===== config.mk =====
export PLATFORM = sky130hd
export DESIGN_NAME = cbr_unit
export DESIGN_NICKNAME = d
export VERILOG_FILES = /design/src/rtl/cbr_pkg.sv /design/src/rtl/cbr_phase.sv /design/src/rtl/cbr_decode.sv /design/src/rtl/cbr_target.sv /design/src/rtl/cbr_unit.sv
export SDC_FILE = /design/constraint.sdc
export NUM_CORES = 1
export LEC_CHECK = 0
export BUFFER_PORTS_ARGS = -buffer_cell sky130_fd_sc_hd__buf_2
export CAP_MARGIN = 20
export CORE_MARGIN = 2
export CORE_UTILIZATION = 45
export DETAILED_ROUTE_END_ITERATION = 10
export PLACE_DENSITY = 0.68
export SYNTH_ARGS = -nofsm -noshare
export SYNTH_HDL_FRONTEND = slang
export SYNTH_SLANG_ARGS = --single-unit

===== constraint.sdc =====
create_clock -name clk -period 3 [get_ports clk]
set_input_delay 0.3 -clock clk [delete_from_list [all_inputs] [get_ports clk]]
set_output_delay 0.3 -clock clk [all_outputs]
set_load 0.01 [all_outputs]

===== src/rtl/cbr_pkg.sv =====
package cbr_pkg;

    // Condition slot 0 tests zero, slot 1 tests overflow
    localparam int NUM_COND = 2;
    localparam logic [NUM_COND-1:0][7:0] COND_OPC = {8'hE5, 8'hE1};

    typedef enum logic [1:0] {
        PH_Q1 = 2'd0,
        PH_Q2 = 2'd1,
        PH_Q3 = 2'd2,
        PH_Q4 = 2'd3
    } phase_e;

endpackage


===== src/rtl/cbr_phase.sv =====
module cbr_phase
    import cbr_pkg::*;
(
    input  logic   clk,
    input  logic   rst,
    input  logic   stb,
    output phase_e phase
);

    phase_e phase_d, phase_q;

    always_comb begin
        phase_d = phase_q;
        if (stb) begin
            phase_d = phase_e'(2'(phase_q) + 2'd1);
        end
    end

    always_ff @(posedge clk) begin
        if (rst) phase_q <= PH_Q1;
        else     phase_q <= phase_d;
    end

    assign phase = phase_q;

    logic [1:0] ph_bits;
    assign ph_bits = 2'(phase_q);


    phase_step_chk: assert property (@(posedge clk) disable iff (rst)
        stb |=> (ph_bits == 2'($past(ph_bits) + 2'd1)));


    phase_hold_chk: assert property (@(posedge clk) disable iff (rst)
        !stb |=> $stable(ph_bits));

endmodule


===== src/rtl/cbr_decode.sv =====
module cbr_decode
    import cbr_pkg::*;
(
    input  logic [7:0] opc,
    input  logic       flag_zero,
    input  logic       flag_ovf,
    output logic       hit,
    output logic       tested_flag
);

    logic [NUM_COND-1:0] match;
    logic [NUM_COND-1:0] flags;

    assign flags = {flag_ovf, flag_zero};

    for (genvar i = 0; i < NUM_COND; i++) begin : g_cond
        assign match[i] = (opc == COND_OPC[i]);
    end

    assign hit         = |match;
    assign tested_flag = |(match & flags);


    always_comb begin
        if (!hit) one_cond_chk: assert (!tested_flag);
    end

endmodule


===== src/rtl/cbr_target.sv =====
module cbr_target #(
    parameter int PC_W = 21
) (
    input  logic [PC_W-1:0] base,
    input  logic [7:0]      off,
    output logic [PC_W-1:0] next_seq,
    output logic [PC_W-1:0] target
);

    localparam int EXT_W = PC_W - 9;
    localparam logic [PC_W-1:0] INSN_BYTES = PC_W'(2);

    logic [PC_W-1:0] disp;

    assign disp     = {{EXT_W{off[7]}}, off, 1'b0};
    assign next_seq = base + INSN_BYTES;
    assign target   = next_seq + disp;

endmodule


===== src/rtl/cbr_unit.sv =====
module cbr_unit
    import cbr_pkg::*;
#(
    parameter int PC_W = 21
) (
    input  logic            clk,
    input  logic            rst,
    input  logic            phase_stb,
    input  logic [15:0]     instr,
    input  logic            flag_zero,
    input  logic            flag_ovf,
    output logic [PC_W-1:0] pc,
    output logic            taken,
    output logic            flush
);

    typedef struct packed {
        logic [PC_W-1:0] pc;
        logic            is_br;
        logic            flag;
        logic [7:0]      off;
        logic [PC_W-1:0] tgt;
        logic            taken;
        logic            flush;
    } unit_st_t;

    unit_st_t        r_d, r_q;
    phase_e          phase;
    logic            dec_hit, dec_flag;
    logic [PC_W-1:0] seq_pc, br_pc;

    cbr_phase u_phase (
        .clk   (clk),
        .rst   (rst),
        .stb   (phase_stb),
        .phase (phase)
    );

    cbr_decode u_dec (
        .opc         (instr[15:8]),
        .flag_zero   (flag_zero),
        .flag_ovf    (flag_ovf),
        .hit         (dec_hit),
        .tested_flag (dec_flag)
    );

    cbr_target #(.PC_W(PC_W)) u_tgt (
        .base     (r_q.pc),
        .off      (r_q.off),
        .next_seq (seq_pc),
        .target   (br_pc)
    );

    always_comb begin
        r_d = r_q;
        if (phase_stb) begin
            case (phase)
                PH_Q1: begin
                    r_d.is_br = dec_hit & ~r_q.flush;
                    r_d.flag  = dec_flag;
                end
                PH_Q2: begin
                    r_d.off = instr[7:0];
                end
                PH_Q3: begin
                    r_d.tgt   = br_pc;
                    r_d.taken = r_q.is_br & ~r_q.flag;
                end
                PH_Q4: begin
                    r_d.taken = 1'b0;
                    r_d.is_br = 1'b0;
                    if (r_q.flush) begin
                        r_d.flush = 1'b0;
                    end else if (r_q.taken) begin
                        r_d.pc    = r_q.tgt;
                        r_d.flush = 1'b1;
                    end else begin
                        r_d.pc = seq_pc;
                    end
                end
                default: ;
            endcase
        end
    end

    always_ff @(posedge clk) begin
        if (rst) r_q <= '0;
        else     r_q <= r_d;
    end

    assign pc    = r_q.pc;
    assign taken = r_q.taken;
    assign flush = r_q.flush;


    taken_q4_chk: assert property (@(posedge clk) disable iff (rst)
        taken |-> (phase == PH_Q4));


    flush_set_chk: assert property (@(posedge clk) disable iff (rst)
        (phase_stb && phase == PH_Q4 && taken) |=> flush);


    flush_hold_chk: assert property (@(posedge clk) disable iff (rst)
        (phase_stb && phase == PH_Q4 && flush) |=> ($stable(pc) && !flush));


    no_take_in_flush_chk: assert property (@(posedge clk) disable iff (rst)
        flush |-> !taken);


    pc_q4_only_chk: assert property (@(posedge clk) disable iff (rst)
        (phase_stb && phase != PH_Q4) |=> $stable(pc));


    idle_hold_chk: assert property (@(posedge clk) disable iff (rst)
        !phase_stb |=> ($stable(pc) && $stable(flush) && $stable(taken)));


    seq_step_chk: assert property (@(posedge clk) disable iff (rst)
        (phase_stb && phase == PH_Q4 && !flush && !taken)
            |=> (pc == $past(pc) + PC_W'(2)));


    rst_clear_chk: assert property (@(posedge clk)
        rst |=> (pc == '0 && !flush && !taken && phase == PH_Q1));

endmodule


==> summary.txt, run 1 <==
Finish
  – Area Growth Syn to Fin: 15.7%
  – Layout Nets: 569
  – Design Area, Final: 4440 um2
  – Post-Layout Cell Count: 625
  – Area of the multi-input gates: 2540 um2
  – Antenna cells: 0
  – Layout cells sized above 1: 24.2%
  – Reg area: 1130 um2
  – # fillers: 785

Pwr
  – Leak: 1.86 nW
  – Peak VDD IR: 0.000204 V
  – Tot Pwr: 1.43 mW
  – Power per cell area: 323 nW/um2

STA
  – # setup viols final: 0
  – Final setup TNS: 0 ps
  – Fin. Hold Viols: 0
  – Fin crit share: 97.4%
  – Clk_skew: 12.2 ps
  – Worst rel slew slack: 58.9%
  – Period minus WS final: 2920 ps
  – Fin worst setup slack: 78.6 ps
  – Slew Limit Fails: 0
  – Max frequency: 342 MHz
  – Worst Max-Slew Pin Slew: 615 ps

Hold path
  – WHS Path Cells: 3
  – HP Class: input port to register
  – Worst hold start: instr[4]
  – End of the worst hold path: r_q[27]

Drt
  – Via Count: 3529
  – Drt wl/cell: 15.3 um
  – # DRC: 0
  – DRT Pass-1 Iters: 4
  – Avg Vias per Cell: 5.65
  – DRT Wirelength: 9550 um
  – Antenna-violating nets left: 0
  – DRT iter0 DRCs: 173

Placed design
  – Post-DP HPWL: 7040 um
  – Routability congestion estimate: 0.930
  – Port bufs: 43
  – Cell Count Post-Placement: 610
  – Post-Place Cell Area: 4130 um2
  – Pre-CTS setup slack: 35.0 ps

Clocking
  – Inserted Clock Buffers: 5
  – Clock transition at path regs: 110 ps
  – Clock H-tree levels: 2
  – CTS tree: built
  – Max Buffers Root-to-Sink: 2
  – CTS root buffer: clkbuf_8
  – Clk Latency, worst-skew pair: 310 ps
  – Sink Count: 56

Synthesis
  – Simple-gate area share of the yosys netlist: 23.2%
  – Largest family of logic cells by synthesized area: simple AND/OR/NAND/NOR gates
  – Cells after Synth: 481
  – Post-synth cell types: 59
  – Synth Warn #: 0
  – Xor-xnor portion of the synthesized cell area: 5.94%
  – Largest cells by area after synthesis: dfxtp_1, ha_1, a21oi_1
  – Mux cell area share after synthesis: 1.83%
  – Mapped Avg Cell Area: 7.97 um2
  – Top-area cell type share of the netlist area: 29.3%
  – Synth Area in Adders: 9.66%
  – Asr flop ratio synth: 0%
  – Top FF cell, synth: dfxtp_1
  – Seq cells post-synth: 56
  – Seq/Total Area, Yosys: 29.3%
  – Post-synth top area cell: dfxtp_1
  – Post-synth EDFFs: 0
  – Post-Synthesis Net Count: 531
  – Cell Area, Synth: 3830 um2
  – Compound-Gate Fraction of Synth Area: 22.0%

Global route
  – Pin count of the biggest net entering global routing: 62
  – Initial antenna violation count: 0
  – Vias in the first global route: 3239
  – Total gr overflow: 0
  – Global Route Usage Sum: 21.3%
  – First-pass GRT wire length: 15500 um

Setup path
  – Worst R2R Start: pc[1]
  – Crit path launch type: register
  – CP Capture Type: register
  – CP max FO: 5
  – WP data arrival: 3130 ps
  – Req. time, crit path: 3210 ps
  – Register-to-Register Path Depth: 13
  – WS Path Type: register to register
  – Flop2flop setup slack: 80 ps
  – Endpoint of the worst-slack reg-to-reg timing path: r_q[21]

Flow run
  – Max-Cap Viols: 0

Die
  – Num rows: 33
  – Die area: 9270 um2
  – Die Span Y: 96.3 um
  – # IOs: 44
  – Core Area: 8220 um2
  – Chip Width: 96.3 um
  – Starting density of the core: 46.6%

Run status
  – Status: finished clean
-- cell type report --
| cell class | instances | area share, % |
|---|---|---|
| clock buffers | 6 | 1.86 |
| flip-flops and latches | 56 | 25.5 |
| clock inverters | 2 | 0.310 |
| well taps | 105 | 2.96 |
| repair buffers | 80 | 11.4 |
| inverters | 8 | 0.677 |
| multi-input cells | 368 | 57.3 |
-- layout by cell type, fill, tap and decap left out, types with 7 or more instances in the layout --
master    count
a21o_1        8
a21oi_1      49
a221oi_1      9
buf_2        43
buf_4        36
dfxtp_1      51
ha_1         26
inv_1         8
mux2i_1       7
nand2_1      62
nand2b_1      9
nand3_1      13
nand3b_1     11
nor2_1       36
o211ai_1     10
o21ai_0      21
xnor2_1      14
-- state kept, by name (all words and copies together), names as in the netlist --
| register | flops |
|---|---|
| taken | 1 |
| r_q | 31 |
| u_phase.phase | 2 |
| flush | 1 |
| pc | 21 |
-- what timing repair did --
action | CTS | global route
resized for setup | 1 | 29
pin swaps | 0 | 10
setup buffers | 0 | 6
endpoints found under the setup margin | 1 | 5
hold buffers | 0 | 0
-- logic make-up (layout without fill, tap and decap cells) --
| logic type | count (synthesis) | count (layout) |
|---|---|---|
| buffers and inverters | 57 | 96 |
| adders and majority gates | 29 | 29 |
| DFF | 56 | 56 |
| xor gates and xnor gates | 26 | 26 |
| and+or+nand+nor | 175 | 175 |
| muxes | 7 | 7 |
| AOI/OAI and AO/OA | 131 | 131 |
-- report_power, final --
group          internal [mW]  switching [mW]
clock                  0.190           0.257
combinational         0.0894           0.119
sequential             0.760          0.0193
-- synth_stat cells, drive strengths merged, types with 3 or more instances --
| library cell | n |
|---|---|
| dfxtp | 56 |
| nand2b | 9 |
| and2 | 3 |
| xor2 | 8 |
| xnor2 | 18 |
| nand4 | 6 |
| nand4b | 3 |
| nor3 | 8 |
| nor2 | 36 |
| a211oi | 6 |
| nand2 | 64 |
| a31oi | 3 |
| nand3 | 16 |
| ha | 28 |
| buf | 28 |
| o21ai | 23 |
| nand3b | 11 |
| or3 | 6 |
| a21oi | 52 |
| and4 | 3 |
| mux2i | 7 |
| a21o | 8 |
| a221oi | 10 |
| inv | 8 |
| clkbuf | 21 |
| o211ai | 10 |
-- worst max-delay path: stages, from the launching register on --
cell and delay (ps):
dfxtp_2 350, buf_4 120, nand4_1 160, nor4_2 340
buf_4 180, nand2_2 60, xnor2_2 250, ha_4 260
a21o_1 180, a21o_1 190, a221oi_2 260, o31ai_2 120
xor2_1 150, a22o_1 190
-- through the flow --
| step | utilization (%) | hold WS (ps) |
|---|---|---|
| finish | 54.0 | 240 |
| global route | 54.0 | 249 |
| CTS | 51.4 | 234 |
| detailed placement | 50.2 | 441 |
| global placement | 50.2 | 436 |
| floorplan | - | 416 |
-- metal layers --
metal / vias to the layer above / share of wire, % / track usage (%) / routed length (um)
met3: 8 / 4.6 / 3.21 / 444
met4: 0 / 1.2 / 5.00 / 114
met2: 82 / 44 / 32.3 / 4210
li1: 1778 / - / - / -
met5: - / 0 / 0 / 0
met1: 1661 / 50 / 31.5 / 4790
-- worst max path at each step --
stage           from  endpoint  slack [ps]  cells past startpoint
2_1_floorplan  pc[1]   r_q[20]         140                     11
3_3_place_gp   pc[1]   r_q[20]         100                     11
3_5_place_dp   pc[1]   r_q[22]          30                     12
4_1_cts        pc[1]   r_q[22]          20                     12
5_1_grt        pc[1]   r_q[21]        -120                     13
6_report       pc[1]   r_q[21]          80                     13
Power figures use the tool's default switching activity.
==> inputs of run 2 (changes only) <==
--- a/config.mk
+++ b/config.mk
@@ -8,9 +8,9 @@
 export BUFFER_PORTS_ARGS = -buffer_cell sky130_fd_sc_hd__buf_2
 export CAP_MARGIN = 20
 export CORE_MARGIN = 2
-export CORE_UTILIZATION = 45
+export CORE_UTILIZATION = 53
 export DETAILED_ROUTE_END_ITERATION = 10
-export PLACE_DENSITY = 0.68
+export PLACE_DENSITY = 0.77
 export SYNTH_ARGS = -nofsm -noshare
 export SYNTH_HDL_FRONTEND = slang
 export SYNTH_SLANG_ARGS = --single-unit
==> summary.txt, run 2 (synthesis gave the netlist of run 1 again) <==
Run status
  – Status: finished clean

Pwr
  – Power per cell area: 323 nW/um2 (-0.24%)
  – P_int: 1.04 mW (-0.16%)
  – Switching Share: 27.7% (+0.12 points)
  – Leak: 1.87 nW (+0.51%)
  – Seq pwr share: 54.3% (about the same)
  – Tot Pwr: 1.43 mW (about the same)
  – Combinational Power Share: 14.8% (+0.3 points)
  – Net Switching: 0.397 mW (+0.46%)
  – Clock Power Share: 31.0% (-0.2 points)
  – Peak VDD IR: 0.000181 V (-11%)

Drt
  – DRT Wirelength: 9780 um (+2.4%)
  – DRT Pass-1 Iters: 5 (+1)
  – Drt wl/cell: 15.7 um (+3.0%)
  – # DRC: 0 (unchanged)
  – Antenna-violating nets left: 0 (unchanged)
  – DRT iter0 DRCs: 344 (+99%)
  – Avg Vias per Cell: 5.91 (+4.6%)
  – Via Count: 3668 (+3.9%)

Setup path
  – WP data arrival: 3150 ps (+20 ps)
  – CP max stage delay: 390 ps (+40 ps)
  – Most frequent CP cell: a21o_1
  – CP Capture Type: register
  – Crit path launch type: register
  – Crit-path slowest cell: nor4_2
  – WS Path Type: register to register
  – CP max FO: 5 (unchanged)
  – Req. time, crit path: 3210 ps (about the same)
  – CP cell instances: nand4_1 -> nor4_2 -> buf_4 -> nand2_2 -> xnor2_2 -> ha_4 -> a21o_1 -> a21o_1 -> a221oi_2 -> o31ai_2 -> xor2_1 -> a22o_1

Global route
  – First-pass GRT wire length: 15700 um (+1.0%)
  – Total gr overflow: 0 (unchanged)
  – Initial antenna violation count: 0 (unchanged)
  – Pin count of the biggest net entering global routing: 34 (-45%)
  – Vias in the first global route: 3232 (-0.22%)
  – Global Route Usage Sum: 25.2% (+3.9 points)

Finish
  – Layout cells sized above 1: 25.0% (+0.72 points)
  – Final Util: 64.4% (+10 points)
  – Antenna cells: 0 (unchanged)
  – Most frequent cells in the layout: nand2_1, dfxtp_1, a21oi_1, buf_2, buf_4
  – Layout Nets: 574 (+0.88%)
  – Number of flip-flops in the largest register: 31 (unchanged)
  – Largest Register: r_q
  – Commonest non-fill, non-tap cell in the layout: nand2_1
  – Area Growth Syn to Fin: 16.0%

Clocking
  – Clock H-tree levels: 2 (unchanged)
  – Clk Latency, worst-skew pair: 310 ps (about the same)
  – Inserted Clock Buffers: 5 (unchanged)
  – CTS root buffer: clkbuf_8
  – Sink Count: 56 (unchanged)
  – Clock transition at path regs: 100 ps (about the same)
  – Max Buffers Root-to-Sink: 2 (unchanged)
  – CTS tree: built

Die
  – Core Area: 6910 um2 (-16%)
  – Die Span Y: 89.0 um (-7.5%)
  – Starting density of the core: 55.5% (+8.8 points)
  – Chip Width: 89.0 um (-7.5%)
  – # IOs: 44 (unchanged)
  – Die area: 7930 um2 (-14%)
  – Num rows: 30 (-9.1%)

Placed design
  – Port bufs: 43 (unchanged)
  – Routability congestion estimate: 0.842 (-9.4%)
  – Post-DP HPWL: 7090 um (+0.67%)

Hold path
  – HP Class: input port to register

STA
  – Worst rel slew slack: 52.4% (-6.6 points)
  – Max frequency: 340 MHz (-0.60%)
  – Worst hold slack: 231 ps (-8.56 ps)
  – # setup viols final: 0 (unchanged)
  – Clk_skew: 5.62 ps (-6.60 ps)
  – Slew Limit Fails: 0 (unchanged)
  – Period minus WS final: 2940 ps (+17.7 ps)
  – Fin crit share: 98.0% (+0.59 points)
  – Worst Max-Slew Pin Slew: 714 ps (+98.5 ps)
  – Fin. Hold Viols: 0 (unchanged)

Flow run
  – Max-Cap Viols: 0 (unchanged)
## run 2: cell count changes in the layout (fill, tap and decap cells not counted), sizes merged
cell,delta
buf,+5
## run 2: power by group through the flow
stage | combinational, mW | sequential (mW) | clock, mW
after floorplan | 0.141 | 0.794 | 0
after global placement | 0.192 | 0.795 | 0
after detailed placement | 0.200 | 0.796 | 0
after CTS | 0.201 | 0.780 | 0.450
after global routing | 0.234 | 0.782 | 0.479
final | 0.212 | 0.779 | 0.444
## run 2: final timing paths
check	start	end	slack (ps)	depth (start not counted)
max	pc[2]	r_q[21]	60	12
min	instr[2]	r_q[25]	230	3
max reg2reg	pc[2]	r_q[21]	60	12
min reg2reg	r_q[4]	r_q[4]	460	2
## run 2: metrics by stage
step / std cells / worst slack, ps / setup TNS (ps) / instance area [um2]
finish: 621 / 60.9 / 0 / 4450
CTS: 613 / 12.5 / 0 / 4270
global route: 621 / -64.0 / -64.0 / 4450
global placement: 603 / -118 / -166 / 4130
detailed placement: 603 / -78.7 / -211 / 4130
floorplan: 481 / 137 / 0 / 3830
## run 2: layout make-up
class,instances,area [um2]
flip-flops and latches,56,1130
fillers,592,2460
multi-input cells,368,2540
well taps,96,120
clock inverters,2,13.8
clock buffers,6,82.6
inverters,8,30.0
repair buffers,85,531
## run 2: layer usage
layer | global-route usage [%] | share of wire [%] | wire length [um]
met1 | 38.5 | 47 | 4630
met3 | 3.88 | 7.2 | 702
met4 | 5.43 | 1.3 | 128
met5 | 0 | 0 | 0
met2 | 37.5 | 44 | 4320
## run 2: what timing repair did
| action | in CTS | in global routing |
|---|---|---|
| endpoints found under the setup margin | 4 | 8 |
| setup buffers | 2 | 8 |
| resized for setup | 6 | 26 |
| pin swaps | 2 | 11 |
| hold buffers | 0 | 0 |
## run 2: worst max-delay path: cells and delay by family, from the launching register on
kind                     cells  cell delay (ps)
flip-flops                   1              380
adder cells (fa/ha/maj)      1              270
AND/OR/NAND/NOR              3              610
buffers and inverters        1              190
AO/OA/AOI/OAI                5              930
XOR/XNOR                     2              460
